### config.mk
export PLATFORM = sky130hd
export DESIGN_NAME = dmx_top
export DESIGN_NICKNAME = d
export VERILOG_FILES = /design/src/rtl/dmx_pkg.sv /design/src/rtl/dmx_decode.sv /design/src/rtl/dmx_alu.sv /design/src/rtl/dmx_regfile.sv /design/src/rtl/dmx_top.sv
export SDC_FILE = /design/constraint.sdc
export NUM_CORES = 1
export LEC_CHECK = 0
export BUFFER_PORTS_ARGS = -buffer_cell sky130_fd_sc_hd__buf_2
export CORE_MARGIN = 1
export CORE_UTILIZATION = 55
export DETAILED_ROUTE_END_ITERATION = 16
export PLACE_DENSITY = 0.69
export SLEW_MARGIN = 10
export SYNTH_ARGS = -nofsm -noshare
export SYNTH_HDL_FRONTEND = slang
export SYNTH_SLANG_ARGS = --single-unit
### constraint.sdc
create_clock -name clk -period 3.6 [get_ports clk]
set_input_delay 0.36 -clock clk [delete_from_list [all_inputs] [get_ports clk]]
set_output_delay 0.36 -clock clk [all_outputs]
set_load 0.1 [all_outputs]
### src/rtl/dmx_pkg.sv
package dmx_pkg;
    localparam int DATA_W    = 32;
    localparam int LANE_W    = 8;
    localparam int NUM_LANES = DATA_W / LANE_W;
    localparam int IDX_W     = 3;
    localparam int NUM_REGS  = 1 << IDX_W;
    localparam int OP_W      = 16;
    localparam int IMM_W     = 8;
    localparam int COST_W    = 4;
    localparam logic [COST_W-1:0] COST_BASE   = COST_W'(4);
    localparam logic [COST_W-1:0] COST_CLR_LONG = COST_W'(6);

    typedef enum logic [2:0] {
        K_NONE, K_MOVE, K_LOADQ, K_SEXT, K_ZERO, K_BAD
    } kind_e;

    typedef enum logic [1:0] {
        W_BYTE, W_WORD, W_LONG
    } width_e;

    typedef struct packed {
        kind_e              kind;
        width_e             width;
        logic [IDX_W-1:0]   tgt;
        logic [IDX_W-1:0]   srcr;
        logic [IMM_W-1:0]   imm;
    } decoded_t;

    typedef struct packed {
        logic n;
        logic z;
        logic v;
        logic c;
    } ccr_t;

    function automatic logic [NUM_LANES-1:0] lanes_of(input width_e w);
        case (w)
            W_BYTE:  return NUM_LANES'(1);
            W_WORD:  return NUM_LANES'(3);
            default: return '1;
        endcase
    endfunction
endpackage

### src/rtl/dmx_decode.sv
module dmx_decode
    import dmx_pkg::*;
(
    input  logic [OP_W-1:0] op,
    output decoded_t        dec
);
    logic modes_zero;

    always_comb begin
        modes_zero = (op[8:6] == 3'b000) && (op[5:3] == 3'b000);
        dec        = '{kind: K_BAD, width: W_LONG, tgt: op[2:0],
                       srcr: op[2:0], imm: op[7:0]};
        if (op[15:14] == 2'b00) begin
            dec.tgt = op[11:9];
            case (op[13:12])
                2'd1:    dec.width = W_BYTE;
                2'd3:    dec.width = W_WORD;
                default: dec.width = W_LONG;
            endcase
            if (op[13:12] != 2'd0 && modes_zero)
                dec.kind = K_MOVE;
        end else if (op[15:12] == 4'b0111 && !op[8]) begin
            dec.kind = K_LOADQ;
            dec.tgt  = op[11:9];
        end else if (op[15:7] == 9'b0100_1000_1 && op[5:3] == 3'b000) begin
            dec.kind  = K_SEXT;
            dec.width = op[6] ? W_LONG : W_WORD;
        end else if (op[15:8] == 8'h42 && op[5:3] == 3'b000) begin
            case (op[7:6])
                2'd0:    dec.width = W_BYTE;
                2'd1:    dec.width = W_WORD;
                default: dec.width = W_LONG;
            endcase
            if (op[7:6] != 2'd3)
                dec.kind = K_ZERO;
        end
    end
endmodule

### src/rtl/dmx_alu.sv
module dmx_alu
    import dmx_pkg::*;
(
    input  decoded_t            dec,
    input  logic [DATA_W-1:0]   src_val,
    input  logic [DATA_W-1:0]   tgt_val,
    output logic                wr_en,
    output logic [DATA_W-1:0]   wr_val,
    output logic                ccr_we,
    output ccr_t                ccr_new,
    output logic                bad,
    output logic [COST_W-1:0]   cost
);
    logic [DATA_W-1:0]    res;
    logic [NUM_LANES-1:0] lane_en;

    always_comb begin
        res     = '0;
        lane_en = '0;
        wr_en   = 1'b0;
        ccr_we  = 1'b0;
        ccr_new = '0;
        bad     = 1'b0;
        cost    = COST_BASE;
        case (dec.kind)
            K_MOVE: begin
                wr_en   = 1'b1;
                ccr_we  = 1'b1;
                res     = src_val;
                lane_en = lanes_of(dec.width);
                case (dec.width)
                    W_BYTE: begin
                        ccr_new.n = src_val[7];
                        ccr_new.z = (src_val[7:0] == '0);
                    end
                    W_WORD: begin
                        ccr_new.n = src_val[15];
                        ccr_new.z = (src_val[15:0] == '0);
                    end
                    default: begin
                        ccr_new.n = src_val[DATA_W-1];
                        ccr_new.z = (src_val == '0);
                    end
                endcase
            end
            K_LOADQ: begin
                wr_en     = 1'b1;
                ccr_we    = 1'b1;
                res       = {{(DATA_W-IMM_W){dec.imm[IMM_W-1]}}, dec.imm};
                lane_en   = '1;
                ccr_new.n = dec.imm[IMM_W-1];
                ccr_new.z = (dec.imm == '0);
            end
            K_SEXT: begin
                wr_en = 1'b1;
                if (dec.width == W_WORD) begin
                    res[15:0] = {{8{tgt_val[7]}}, tgt_val[7:0]};
                    lane_en   = lanes_of(W_WORD);
                end else begin
                    res     = {{(DATA_W-16){tgt_val[15]}}, tgt_val[15:0]};
                    lane_en = '1;
                end
            end
            K_ZERO: begin
                wr_en     = 1'b1;
                ccr_we    = 1'b1;
                lane_en   = lanes_of(dec.width);
                ccr_new.z = 1'b1;
                if (dec.width == W_LONG)
                    cost = COST_CLR_LONG;
            end
            default: begin
                bad  = 1'b1;
                cost = '0;
            end
        endcase
    end

    for (genvar l = 0; l < NUM_LANES; l++) begin : g_lane
        assign wr_val[l*LANE_W +: LANE_W] =
            lane_en[l] ? res[l*LANE_W +: LANE_W] : tgt_val[l*LANE_W +: LANE_W];
    end
endmodule

### src/rtl/dmx_regfile.sv
module dmx_regfile
    import dmx_pkg::*;
(
    input  logic                clk,
    input  logic                rst_n,
    input  logic                we,
    input  logic [IDX_W-1:0]    widx,
    input  logic [DATA_W-1:0]   wdata,
    input  logic [IDX_W-1:0]    a_idx,
    output logic [DATA_W-1:0]   a_data,
    input  logic [IDX_W-1:0]    b_idx,
    output logic [DATA_W-1:0]   b_data,
    input  logic [IDX_W-1:0]    t_idx,
    output logic [DATA_W-1:0]   t_data
);
    logic [DATA_W-1:0] regs_d [NUM_REGS];
    logic [DATA_W-1:0] regs_q [NUM_REGS];

    for (genvar r = 0; r < NUM_REGS; r++) begin : g_reg
        always_comb begin
            regs_d[r] = regs_q[r];
            if (we && widx == IDX_W'(r))
                regs_d[r] = wdata;
        end

        always_ff @(posedge clk or negedge rst_n) begin
            if (!rst_n) regs_q[r] <= '0;
            else        regs_q[r] <= regs_d[r];
        end
    end

    assign a_data = regs_q[a_idx];
    assign b_data = regs_q[b_idx];
    assign t_data = regs_q[t_idx];
endmodule

### src/rtl/dmx_top.sv
module dmx_top
    import dmx_pkg::*;
(
    input  logic                clk,
    input  logic                rst_n,
    input  logic                op_valid,
    input  logic [15:0]         op_code,
    input  logic [2:0]          rd_sel,
    output logic [31:0]         rd_data,
    output logic                flag_n,
    output logic                flag_z,
    output logic                flag_v,
    output logic                flag_c,
    output logic                done,
    output logic                illegal,
    output logic [3:0]          cycles
);
    typedef struct packed {
        ccr_t               ccr;
        logic               done;
        logic               bad;
        logic [COST_W-1:0]  cost;
    } state_t;

    state_t              st_d, st_q;
    decoded_t            dec;
    logic [DATA_W-1:0]   src_val, tgt_val, wr_val;
    logic                wr_en, ccr_we, bad;
    ccr_t                ccr_new;
    logic [COST_W-1:0]   cost;

    dmx_decode u_decode (
        .op  (op_code),
        .dec (dec)
    );

    dmx_regfile u_regs (
        .clk    (clk),
        .rst_n  (rst_n),
        .we     (op_valid && wr_en),
        .widx   (dec.tgt),
        .wdata  (wr_val),
        .a_idx  (dec.srcr),
        .a_data (src_val),
        .b_idx  (dec.tgt),
        .b_data (tgt_val),
        .t_idx  (rd_sel),
        .t_data (rd_data)
    );

    dmx_alu u_alu (
        .dec     (dec),
        .src_val (src_val),
        .tgt_val (tgt_val),
        .wr_en   (wr_en),
        .wr_val  (wr_val),
        .ccr_we  (ccr_we),
        .ccr_new (ccr_new),
        .bad     (bad),
        .cost    (cost)
    );

    always_comb begin
        st_d      = st_q;
        st_d.done = op_valid && !bad;
        st_d.bad  = op_valid && bad;
        st_d.cost = (op_valid && !bad) ? cost : '0;
        if (op_valid && ccr_we)
            st_d.ccr = ccr_new;
    end

    always_ff @(posedge clk or negedge rst_n) begin
        if (!rst_n) st_q <= '0;
        else        st_q <= st_d;
    end

    assign flag_n  = st_q.ccr.n;
    assign flag_z  = st_q.ccr.z;
    assign flag_v  = st_q.ccr.v;
    assign flag_c  = st_q.ccr.c;
    assign done    = st_q.done;
    assign illegal = st_q.bad;
    assign cycles  = st_q.cost;
endmodule

==> results.md <==
* FP Rows at 62
* Dpl cell area at 17300 µm²
* Post-CTS Setup Inserts at 0
* Relative slew slack at 28.4%
* Drt total wl at 53.3 mm
* Gr ovfl total at 0
* IO Pins at 64
* Final Critical Period at 2.90 ns
* IO Port Bufs at 59
* Avg WL per Cell at 28.4 µm
* Worst r2r path cells at 9
* Most frequent cells after synthesis: dfrtp_1, mux4_2, nand2_1, o22a_1, mux2_2
* Critical Path Max Stage Delay at 0.86 ns
* Clock Path Buffers at 3
* Final core utilization at 63.3%
* Fin area at 18400 µm²
* Hold Fails Final Rpt at 0
* Diodes inserted at 0
* Slowest CP cell: o21a_1
* Syn avg cell area at 11.5 µm²
* NumNets Final at 1496
* Routed Antenna Nets at 0
* Core ar. at 29000 µm²
* Sequential fraction of the synthesis area at 40.1%
* Max Slew Vio Count at 0
* Initial Util at 56.4%
* Setup_tns at 0 ns
* Crit. path cell count at 9
* Pleak at 7.77 nW
* Least-Margin Pin Slew at 1.07 ns
* WS Path Type: input port to register
* Largest net degree at the start of global routing at 74
* Post-Syn Area at 16400 µm²
* Status: finished clean
* TritonCTS clock tree: built
* Crit path max fanout at 16
* Area growth syn-to-layout at 12.3%
* Die Ht at 174 µm
* Crit-path leading delay family: compound AO/OA/AOI/OAI gates
* Chip width at 174 µm
* Worst Path Buf+Inv at 1
* Final setup fails at 0
* TritonRoute pass-1 iters at 6
* Clk root buf: clkbuf_16
* Synthesized instance count at 1416
* Synth Warn # at 0
* Unique cell type count in the Yosys netlist at 66
* Via count at 13955
* Required time of the critical path at 4.08 ns
* Reg2reg end: flag_z$_DFFE_PN0P_
* Initial drt markers at 1901
* Pwr Total at 8.42 mW
* Yosys reg bits at 262
* Power per cell area at 458 nW/µm²
* Clock slew at reported path FFs at 0.06 ns
* Worst-path cell chain: buf_2, or3_1, or4b_2, a21o_1, nand2_1, o21a_1, a31o_2, nor2_1, o21ai_0
* DPL Wire Length at 33.4 mm
* CP Launch Point: op_code[3]
* Top post-synthesis cells by area: dfrtp_1, mux4_2, mux2_2
* Max frequency at 0.345 GHz
* Crit Reg-Reg Startpoint: u_regs.regs_q[22]$_DFFE_PN0P_
* Primary FF master, synth: dfrtp_1
* Clk_lat worst skew at 0.57 ns
* Area leader, netlist: dfrtp_1
* Post-synth EDFFs at 0
* Async SR Flop Fraction at 100%
* Hold Crit Start: op_valid
* Vias per inst at 7.43
* Hold path cells at 2
* Peak supply drop at 452 µV
* Top-count cell post-synth: dfrtp_1
* Worst path arrival time at 3.38 ns
* Number of remaining DRC errors at 0
* First-pass GRT wire length at 83.0 mm
* Max Cap Violations at 0
* Number of CTS-inserted buffers at 30
* Hold Path Sink: flag_n$_DFFE_PN0P_
* Critical path capture point type: register
* Share of the synthesized area in the top cell type at 40.1%
* CTS sink count at 262
* RSZ-0062 raised after global routing: false
* Total track usage at 35.7%
* Startpoint types: input port
* Share of cells above drive strength 1 at 31.3%
* Antenna violations before repair at 0
* Final GP Congestion at 0.927
* Clock skew at 0.0103 ns
* Hold crit path type: input port to register
* Tcrit/Tclk final at 80.5%
* FF-to-FF setup slack at 0.72 ns
* H-Tree Depth at 1
* Vias in the first global route at 13728
* DIE AREA at 30400 µm²
## kinds of logic after synthesis
family / after synthesis / share of synthesized area (%)
other: 1 / 0.0229
buffers and inverters: 128 / 3.96
DFF: 262 / 40.1
muxes: 274 / 27.3
and+or+nand+nor: 319 / 9.48
AOI/OAI and AO/OA: 432 / 19.2
## metal layers
metal	part of all wire (%)	track usage (%)
met5	0	0
met4	4.6	16.0
met3	11	7.28
met2	46	55.1
met1	38	49.0
## cell type report
class | instances | area, µm²
inverters | 3 | 11.3
clock inverters | 7 | 138
clock buffers | 46 | 902
repair buffers | 148 | 1100
well taps | 384 | 480
fillers | 2326 | 10600
flip-flops and latches | 262 | 6560
multi-input cells | 1029 | 9180
## registers in the layout, summed over array words and instances (netlist names)
| name | count |
|---|---|
| u_regs.regs_q | 256 |
| done | 1 |
| flag_z | 1 |
| cycles | 2 |
| flag_n | 1 |
| illegal | 1 |
## report_power, final
group / leakage [nW] / total [mW] / switching (mW) / internal (mW)
Sequential: 3.60 / 3.40 / 0.231 / 3.17
Combinational: 3.67 / 1.77 / 1.08 / 0.690
Clock: 0.506 / 3.25 / 1.26 / 1.99
## worst max path at each step
stage                                    endpoint  slack (ns)
floorplan                      flag_z$_DFFE_PN0P_        0.72
global placement    u_regs.regs_q[48]$_DFFE_PN0P_        0.31
detailed placement  u_regs.regs_q[48]$_DFFE_PN0P_        0.22
CTS                 u_regs.regs_q[60]$_DFFE_PN0P_        0.80
global route        u_regs.regs_q[11]$_DFFE_PN0P_        0.63
finish              u_regs.regs_q[58]$_DFFE_PN0P_        0.70
## worst reg2reg max path: stages (launching register included)
cell and delay [ns]:
dfrtp_1 0.40, mux4_2 0.49, mux2i_1 0.32, nand4_1 0.25
nor4_1 0.29, buf_4 0.19, nand2_1 0.06, a2111oi_0 0.54
buf_4 0.20, a211o_1 0.08
## cell usage in the layout (no fill, tap or decap), types with 16 or more instances in the layout
cell type  Yosys  layout
nand3_1       41      41
a31o_2        16      16
o22a_1        96      96
mux2_2        91      91
mux4_2       128     128
a22oi_1       68      68
nor2_1        68      68
buf_4         19      83
a21oi_1       46      46
nand2_1      122     122
nor3_1        16      16
o221ai_1      34      34
buf_2         40      54
dfrtp_1      262     262
o22ai_1       40      40
o21ai_1       20      20
o21ai_0       72      72
mux2i_1       54      54
clkbuf_16      0      31
## timing repair
action	CTS	global route
hold buffers	1	0
resized for setup	0	0
hold endpoints to repair	68	0
## metrics by stage
step           hold WS (ns)  instances  setup WS [ns]
3_5_place_dp          0.389       1825          0.220
4_1_cts              0.0665       1879          0.805
2_1_floorplan        0.0644       1419          0.721
6_report             0.0728       1879          0.703
5_1_grt               0.108       1879          0.630
3_3_place_gp          0.387       1825          0.309
No activity file was read; power rests on OpenSTA's default activity.
